## src/rtl/plru_pkg.sv

```systemverilog
package plru_pkg;
  localparam int WAYS = 4;

  typedef logic [1:0] way_t;
  // [0] top bit, [1] pair bit for ways 0/1, [2] pair bit for ways 2/3
  typedef logic [2:0] tree_t;

  function automatic way_t tree_walk(tree_t t);
    way_t w;
    if (t[0]) w = {1'b1, t[2]};
    else      w = {1'b0, t[1]};
    return w;
  endfunction

  function automatic tree_t tree_touch(tree_t t, way_t w);
    tree_t n;
    n    = t;
    n[0] = ~w[1];
    if (w[1]) n[2] = ~w[0];
    else      n[1] = ~w[0];
    return n;
  endfunction

  function automatic way_t first_empty(logic [WAYS-1:0] present);
    way_t w;
    w = '0;
    for (int i = WAYS - 1; i >= 0; i--) begin
      if (!present[i]) w = way_t'(i);
    end
    return w;
  endfunction
endpackage

```

## src/rtl/plru_tree_store.sv

```systemverilog
module plru_tree_store
  import plru_pkg::*;
#(
  parameter int NUM_SETS = 64,
  parameter int SET_W    = 6
) (
  input  logic             clk,
  input  logic             rst_n,
  input  logic             wr_en,
  input  logic [SET_W-1:0] wr_set,
  input  tree_t            wr_bits,
  input  logic [SET_W-1:0] acc_set,
  output tree_t            acc_bits,
  input  logic [SET_W-1:0] qry_set,
  output tree_t            qry_bits
);
  tree_t bits_q [NUM_SETS];

  always_ff @(posedge clk or negedge rst_n) begin
    if (!rst_n) begin
      for (int s = 0; s < NUM_SETS; s++) bits_q[s] <= '0;
    end else if (wr_en) begin
      for (int s = 0; s < NUM_SETS; s++) begin
        if (wr_set == SET_W'(s)) bits_q[s] <= wr_bits;
      end
    end
  end

  assign acc_bits = bits_q[acc_set];
  assign qry_bits = bits_q[qry_set];

  for (genvar g = 0; g < NUM_SETS; g++) begin : g_chk
    AST_SET_ISOLATED: assert property (@(posedge clk) disable iff (!rst_n)
      !(wr_en && wr_set == SET_W'(g)) |=> $stable(bits_q[g]));
  end

  AST_IDLE_HOLD: assert property (@(posedge clk) disable iff (!rst_n)
    !wr_en |=> $stable(qry_bits) || $past(qry_set) != qry_set);
endmodule

```

## src/rtl/plru_touch.sv

```systemverilog
module plru_touch
  import plru_pkg::*;
(
  input  tree_t cur_bits,
  input  way_t  way,
  output tree_t nxt_bits
);
  assign nxt_bits = tree_touch(cur_bits, way);
endmodule

```

## src/rtl/plru_pick.sv

```systemverilog
module plru_pick
  import plru_pkg::*;
(
  input  logic                clk,
  input  logic                rst_n,
  input  tree_t               bits,
  input  logic [WAYS-1:0]     present,
  output way_t                way
);
  logic all_full;
  way_t tree_way;
  way_t empty_way;

  assign all_full  = &present;
  assign tree_way  = tree_walk(bits);
  assign empty_way = first_empty(present);
  assign way       = all_full ? tree_way : empty_way;

  AST_EMPTY_FIRST: assert property (@(posedge clk) disable iff (!rst_n)
    !all_full |-> !present[way]
      && (way < 2'd1 || present[0])
      && (way < 2'd2 || present[1])
      && (way < 2'd3 || present[2]));
endmodule

```

## src/rtl/plru_victim_sel.sv

```systemverilog
module plru_victim_sel
  import plru_pkg::*;
#(
  parameter  int NUM_SETS = 64,
  localparam int SET_W    = (NUM_SETS > 1) ? $clog2(NUM_SETS) : 1
) (
  input  logic             clk,
  input  logic             rst_n,
  input  logic             acc_valid,
  input  logic [SET_W-1:0] acc_set,
  input  logic [1:0]       acc_way,
  input  logic [SET_W-1:0] vic_set,
  input  logic [3:0]       vic_valid_mask,
  output logic [1:0]       vic_way
);
  tree_t acc_cur_bits;
  tree_t acc_nxt_bits;
  tree_t qry_bits;

  plru_tree_store #(.NUM_SETS(NUM_SETS), .SET_W(SET_W)) u_store (
    .clk      (clk),
    .rst_n    (rst_n),
    .wr_en    (acc_valid),
    .wr_set   (acc_set),
    .wr_bits  (acc_nxt_bits),
    .acc_set  (acc_set),
    .acc_bits (acc_cur_bits),
    .qry_set  (vic_set),
    .qry_bits (qry_bits)
  );

  plru_touch u_touch (
    .cur_bits (acc_cur_bits),
    .way      (acc_way),
    .nxt_bits (acc_nxt_bits)
  );

  plru_pick u_pick (
    .clk     (clk),
    .rst_n   (rst_n),
    .bits    (qry_bits),
    .present (vic_valid_mask),
    .way     (vic_way)
  );

  AST_LOW_PAIR_KEEPS_HIGH: assert property (@(posedge clk) disable iff (!rst_n)
    acc_valid && !acc_way[1] |-> acc_nxt_bits[2] == acc_cur_bits[2]);
  AST_HIGH_PAIR_KEEPS_LOW: assert property (@(posedge clk) disable iff (!rst_n)
    acc_valid && acc_way[1] |-> acc_nxt_bits[1] == acc_cur_bits[1]);
  AST_NOT_JUST_USED: assert property (@(posedge clk) disable iff (!rst_n)
    acc_valid |=> vic_set != $past(acc_set) || vic_valid_mask != 4'hF
                  || vic_way != $past(acc_way));
endmodule

```

## config.mk

```make
export PLATFORM = sky130hd
export DESIGN_NAME = plru_victim_sel
export DESIGN_NICKNAME = d
export VERILOG_FILES = /design/src/rtl/plru_pkg.sv /design/src/rtl/plru_tree_store.sv /design/src/rtl/plru_touch.sv /design/src/rtl/plru_pick.sv /design/src/rtl/plru_victim_sel.sv
export SDC_FILE = /design/constraint.sdc
export NUM_CORES = 1
export LEC_CHECK = 0
export BUFFER_PORTS_ARGS = -buffer_cell sky130_fd_sc_hd__buf_2
export CORE_UTILIZATION = 55
export DETAILED_ROUTE_END_ITERATION = 10
export PLACE_DENSITY = 0.75
export SLEW_MARGIN = 20
export SYNTH_ARGS = -nofsm -noshare
export SYNTH_HDL_FRONTEND = slang
export SYNTH_SLANG_ARGS = --single-unit
```

## constraint.sdc

```tcl
create_clock -name clk -period 8 [get_ports clk]
set_clock_uncertainty 0.15 [all_clocks]
set_input_delay 1.6 -clock clk [delete_from_list [all_inputs] [get_ports clk]]
set_output_delay 1.6 -clock clk [all_outputs]
set_load 0.02 [all_outputs]
```

# Word level (Yosys, flattened, before mapping)
# Cells that the tools add are included.
[op_classes] n_addsub=0 multipliers=0 n_div=0 order_cmp=2 n_eq_ne=63 shift=0 mux=14 bitwise_logic=4 n_reduce_logical=66
[ops] op="equality test 6 bit, second input constant" n=32
[ops] op="AND reduction 2 bit" n=64
[ops] op="equality test 6 x 5 -> 1 bit, second input constant" n=16
[ops] op="equality test 6 x 4 -> 1 bit, second input constant" n=8
[ops] op="binary-select mux 3 bit (select 6 bit)" n=2
[ops] op="equality test 6 x 3 -> 1 bit, second input constant" n=4
[ops] op=">= comparator 7 bit, second input constant" n=2
[ops] op="NOT 6 -> 7 bit" n=2
[ops] op="equality test 6 x 2 -> 1 bit, second input constant" n=2
[ops] op="two-way mux 2 bit" n=6
[ops] op="two-way mux 3 bit" n=4
[ops] op="equality test 6 x 1 -> 1 bit, second input constant" n=1
[ops] op="zero test 6 bit" n=1
[ops] op="AND reduction 4 bit" n=1
[ops] op="two-way mux 1 bit" n=2
[ops] op="NOT 1 bit" n=2
[totals] regBits=192 latchBits=0 ramBits=0 mem_bits_ro=0 n_memories=0

# Depth between registers and ports, before layout
[depth] ltp_word=6 depth_mapped=10

# Cells and area by module
# From an unflattened synthesis, not the netlist that was laid out.
[unflattened] hier_cells=768 area_unflattened_um2=10714.0
[by_module_without_submodules] module="plru_tree_store" instances=1 cells_each=756 area_each_um2=10646.5
[by_module_without_submodules] module="plru_pick" instances=1 cells_each=7 area_each_um2=43.8
[by_module_without_submodules] module="plru_touch" instances=1 cells_each=5 area_each_um2=23.8

# Worst setup path before layout
# No wires, ideal clock.
[synth_path] kind="in2out" startpoint="input vic_set[1]" endpoint="output vic_way[0]" arrival_time_ps=3432 required_time_ps=6250 setup_slack_ps=2818 path_stages=8 path_buffers=3 cell_sequence="buf_2 > buf_2 > buf_2 > mux4_2 > mux4_2 > o21ai_0 > nand4_1 > and4b_1"
[synth_between] elab_chain_len=6
[synth_rtl] element="from (decl)" line="plru_victim_sel.sv:12" source="input logic [SET_W-1:0] vic_set,"
[synth_rtl] element="NOT 6 -> 7 bit (implied by the code)" line="plru_tree_store.sv:30" source="assign qry_bits = bits_q[qry_set];"
[synth_rtl] element="binary-select mux 3 bit (select 6 bit)" line="plru_tree_store.sv:30"
[synth_rtl] element="two-way mux 3 bit (implied by the code) (2 in series)" line="plru_tree_store.sv:30"
[synth_rtl] element="two-way mux 2 bit" line="plru_pkg.sv:10" source="if (t[0]) w = {1'b1, t[2]};"
[synth_rtl] element="two-way mux 2 bit" line="plru_pick.sv:17" source="assign way = all_full ? tree_way : empty_way;"
[synth_rtl] element="to (decl)" line="plru_victim_sel.sv:14" source="output logic [1:0] vic_way"
# Every way passes these cells. The select of a mux whose other input is x is not followed.

# Worst setup path in the final report
[layout_path] startpoint="input vic_set[0]" endpoint="output vic_way[0]"
# Same word-level chain as after synthesis.

==> results.py <==
metrics = {
    "outcome": {
        "status": "finished, final reports clean",
    },
    "setup_path": {
        "cp_top_family": "buffers and inverters",
        "rr_startpoint": "u_store.bits_q[163]$_DFFE_PN0P_",
        "cp_num_buf_inv": 3,
        "arrival_ns": 4.30,
        "start_kind": "primary input",
        "endpoint_kind": "primary output",
        "critPathMaxStageDelay_ns": 0.70,
        "critPathMaxFanout": 28,
        "cp-endpoint": "vic_way[0]",
        "required_ns": 6.25,
        "crit_type": "in2out",
        "reg2reg_slack_ns": 4.50,
        "critical_path.slowest_cell": "buf_2",
        "rr_worst_depth": 7,
        "r2r-end": "u_store.bits_q[73]$_DFFE_PN0P_",
        "critPathLaunch": "vic_set[0]",
        "path_depth": 8,
        "path_cells": "buf_2 > buf_4 > mux4_2 > mux4_2 > o21ai_0 > nand4_1 > and4b_1 > buf_2",
    },
    "worst_hold_path": {
        "hold_start": "u_store.bits_q[168]$_DFFE_PN0P_",
        "hold_class": "reg2reg",
    },
    "floorplanning": {
        "fp.coreArea_sq_mm": 0.01742,
        "ios": 23,
        "initial_utilization_pct": 56.69,
        "die_w_um": 136.0,
        "die-area_sq_mm": 0.01849,
        "num_rows": 48,
        "die_h_um": 136.0,
    },
    "timing": {
        "period_minus_slack_ns": 6.048,
        "hold-worst-slack_ns": 0.3254,
        "worst_pin_slew_ns": 1.166,
        "drv_slew": 0,
        "hold_viol_final": 0,
        "setup_violations": 0,
        "max-slew-margin-rel_pct": 22.29,
        "rsz0062_at_grt": "false",
        "fmax_mhz": 165.4,
        "finalCritPeriodShare_pct": 75.60,
        "fin_tns_setup_ns": 0,
    },
    "logic_synthesis": {
        "synth-edff-count": 0,
        "synthCells": 913,
        "syn_nets": 934,
        "synth-seq-cells": 192,
        "async_reset_ff_share_pct": 100.0,
        "syn_avg_cell_area_sq_um": 10.81,
        "synth_seq_area_share_pct": 48.66,
        "synthFlopType": "dfrtp_1",
        "yosys_warnings": 0,
        "syn_area_sq_mm": 0.009873,
        "yosysUniqueCellTypes": 49,
    },
    "pwr": {
        "p_clk_share_pct": 30.8,
        "ir_drop_mv": 0.1723,
        "p_switching_uw": 802.3,
        "swShare_pct": 30.02,
        "p_leak_nw": 4.415,
        "p_seq_share_pct": 48.8,
        "p_int_mw": 1.870,
        "powerDensity_mw_per_mm2": 253.6,
        "p_comb_share_pct": 20.4,
    },
    "cts": {
        "numClockSinks": 192,
        "htree_levels": 4,
        "cts_hold_buf": 0,
        "ctsLongestPathBuffers": 2,
        "clockRootBuffer": "clkbuf_16",
        "ctsResizeCount": 0,
        "clk_latency_ns": 0.44,
        "clk_pin_slew_ns": 0.07,
        "cts_buffers": 17,
        "cts_tree": "built",
        "postCtsSetupRepairBufs": 0,
    },
    "drt": {
        "drtPass1Iterations": 6,
        "route.vias.total": 7608,
        "drt_iter0_markers": 935,
        "drc": 0,
        "wire_per_inst_um": 23.12,
        "via_per_inst": 6.645,
        "ant_nets": 0,
        "routed_wl_um": 26470,
    },
    "cells_and_area": {
        "finalNonFillerCells": 1145,
        "largest_reg_flops": 192,
        "syn_to_final_growth_pct": 6.742,
        "nets": 929,
        "fillCellCount": 1429,
        "largest_register": "u_store.bits_q",
        "diodes": 0,
        "fin_area_sq_mm": 0.01054,
        "top_regs": "u_store.bits_q: 192 flops",
        "drive_above_1_share_pct": 17.39,
        "post-route-util_pct": 60.51,
    },
    "grt": {
        "use_met3_pct": 6.115,
        "grt_use_met1_pct": 43.38,
        "grt_pass1_vias": 7412,
        "grtUsageTotal_pct": 30.75,
        "antenna_found_initial": 0,
        "grt-busiest-layer": "met2",
        "met2_usage_pct": 46.91,
        "grt_overflow": 0,
        "grt_pass1_wl_um": 41870,
        "grt_start_max_net_pins": 118,
    },
    "placed_design": {
        "placed_cell_area_sq_mm": 0.009975,
        "hpwl_um": 17650,
        "place.gp.congestion": 0.9443,
        "place_inst": 1114,
        "io_buffers": 22,
    },
    "flow_run": {
        "drv_cap": 0,
    },
}
## per-layer routing
metal	share of wire (%)	vias up
met1	40	3789
met5	0	-
met2	47	443
met3	8.6	93
li1	-	3283
met4	4.5	0
## power groups by stage
| stage | Clock [mW] | Combinational [mW] | Sequential [mW] |
|---|---|---|---|
| finish | 0.824 | 0.545 | 1.30 |
| global route | 0.867 | 0.595 | 1.32 |
| CTS | 0.829 | 0.541 | 1.30 |
| detailed placement | 0 | 0.538 | 1.31 |
| global placement | 0 | 0.517 | 1.30 |
| floorplan | 0 | 0.431 | 1.25 |
## metrics by stage
stage | setup WS, ns | total power, mW
2_1_floorplan | 2.818 | 1.682
3_3_place_gp | 1.960 | 1.820
3_5_place_dp | 1.924 | 1.848
4_1_cts | 1.925 | 2.666
5_1_grt | 1.777 | 2.782
6_report | 1.952 | 2.673
## synthesized netlist by cell type, types with 2 or more instances
library cell  number  share of area (%)
a21oi_1          164                8.3
a21oi_2            5               0.44
a22o_1             2               0.18
a22oi_1           16                1.2
a31oi_1            2               0.13
and3_1             2               0.13
buf_1              2              0.076
buf_2             11               0.56
buf_4             11               0.84
buf_6              3               0.34
buf_8              6               0.91
clkbuf_1          21               0.80
dfrtp_1          192                 49
inv_1              5               0.19
mux2_2             4               0.46
mux2i_1           12                1.2
mux4_1             3               0.80
mux4_2            79                 18
nand2_1           53                2.0
nand2b_1           6               0.38
nand3_1           12               0.61
nand3b_1           2               0.15
nand4_1            3               0.19
nor2_1           229                8.7
nor2b_1            9               0.57
nor3b_1            2               0.15
o21ai_0           25                1.3
o21ai_1            5               0.25
o21ai_2            5               0.44
o22ai_1            2               0.13
or2_2              2               0.13
## cell families after synthesis
group | count (synthesis) | share of synthesized area [%]
AO/OA/AOI/OAI | 237 | 13.45
AND/OR/NAND/NOR | 326 | 13.48
buffers and inverters | 60 | 3.916
flip-flops | 192 | 48.66
multiplexers | 98 | 20.49
## worst min-delay path by stage
stage                                                 end  cells after the start
after global routing      u_store.bits_q[168]$_DFFE_PN0P_                      2
after detailed placement  u_store.bits_q[168]$_DFFE_PN0P_                      2
after global placement    u_store.bits_q[168]$_DFFE_PN0P_                      2
final                     u_store.bits_q[168]$_DFFE_PN0P_                      2
after floorplan           u_store.bits_q[147]$_DFFE_PN0P_                      2
after CTS                 u_store.bits_q[168]$_DFFE_PN0P_                      2
## layout by cell type (no fill, tap or decap), types with 16 or more instances in the layout
| master | Yosys | routed |
|---|---|---|
| o21ai_0 | 25 | 25 |
| nand2_1 | 53 | 53 |
| buf_2 | 11 | 21 |
| clkbuf_16 | 0 | 17 |
| nor2_1 | 229 | 229 |
| mux4_2 | 79 | 79 |
| dfrtp_1 | 192 | 192 |
| a22oi_1 | 16 | 16 |
| a21oi_1 | 164 | 164 |
## worst min-delay path, stage by stage (launching register included)
cell and delay, ns:
dfrtp_1 0.34, nand2_1 0.04, o21ai_0 0.06
## area by class of cell
| class | count | area (sq um) | area share [%] |
|---|---|---|---|
| clock buffers | 20 | 456.7 | 4.333 |
| clock inverters | 11 | 107.6 | 1.021 |
| inverters | 5 | 18.77 | 0.1781 |
| multi-input cells | 661 | 4683 | 44.44 |
| flip-flops and latches | 192 | 4805 | 45.59 |
| well taps | 225 | 281.5 | 2.671 |
| repair buffers | 31 | 186.4 | 1.769 |
Note: power is estimated with default switching activity, not from simulation.
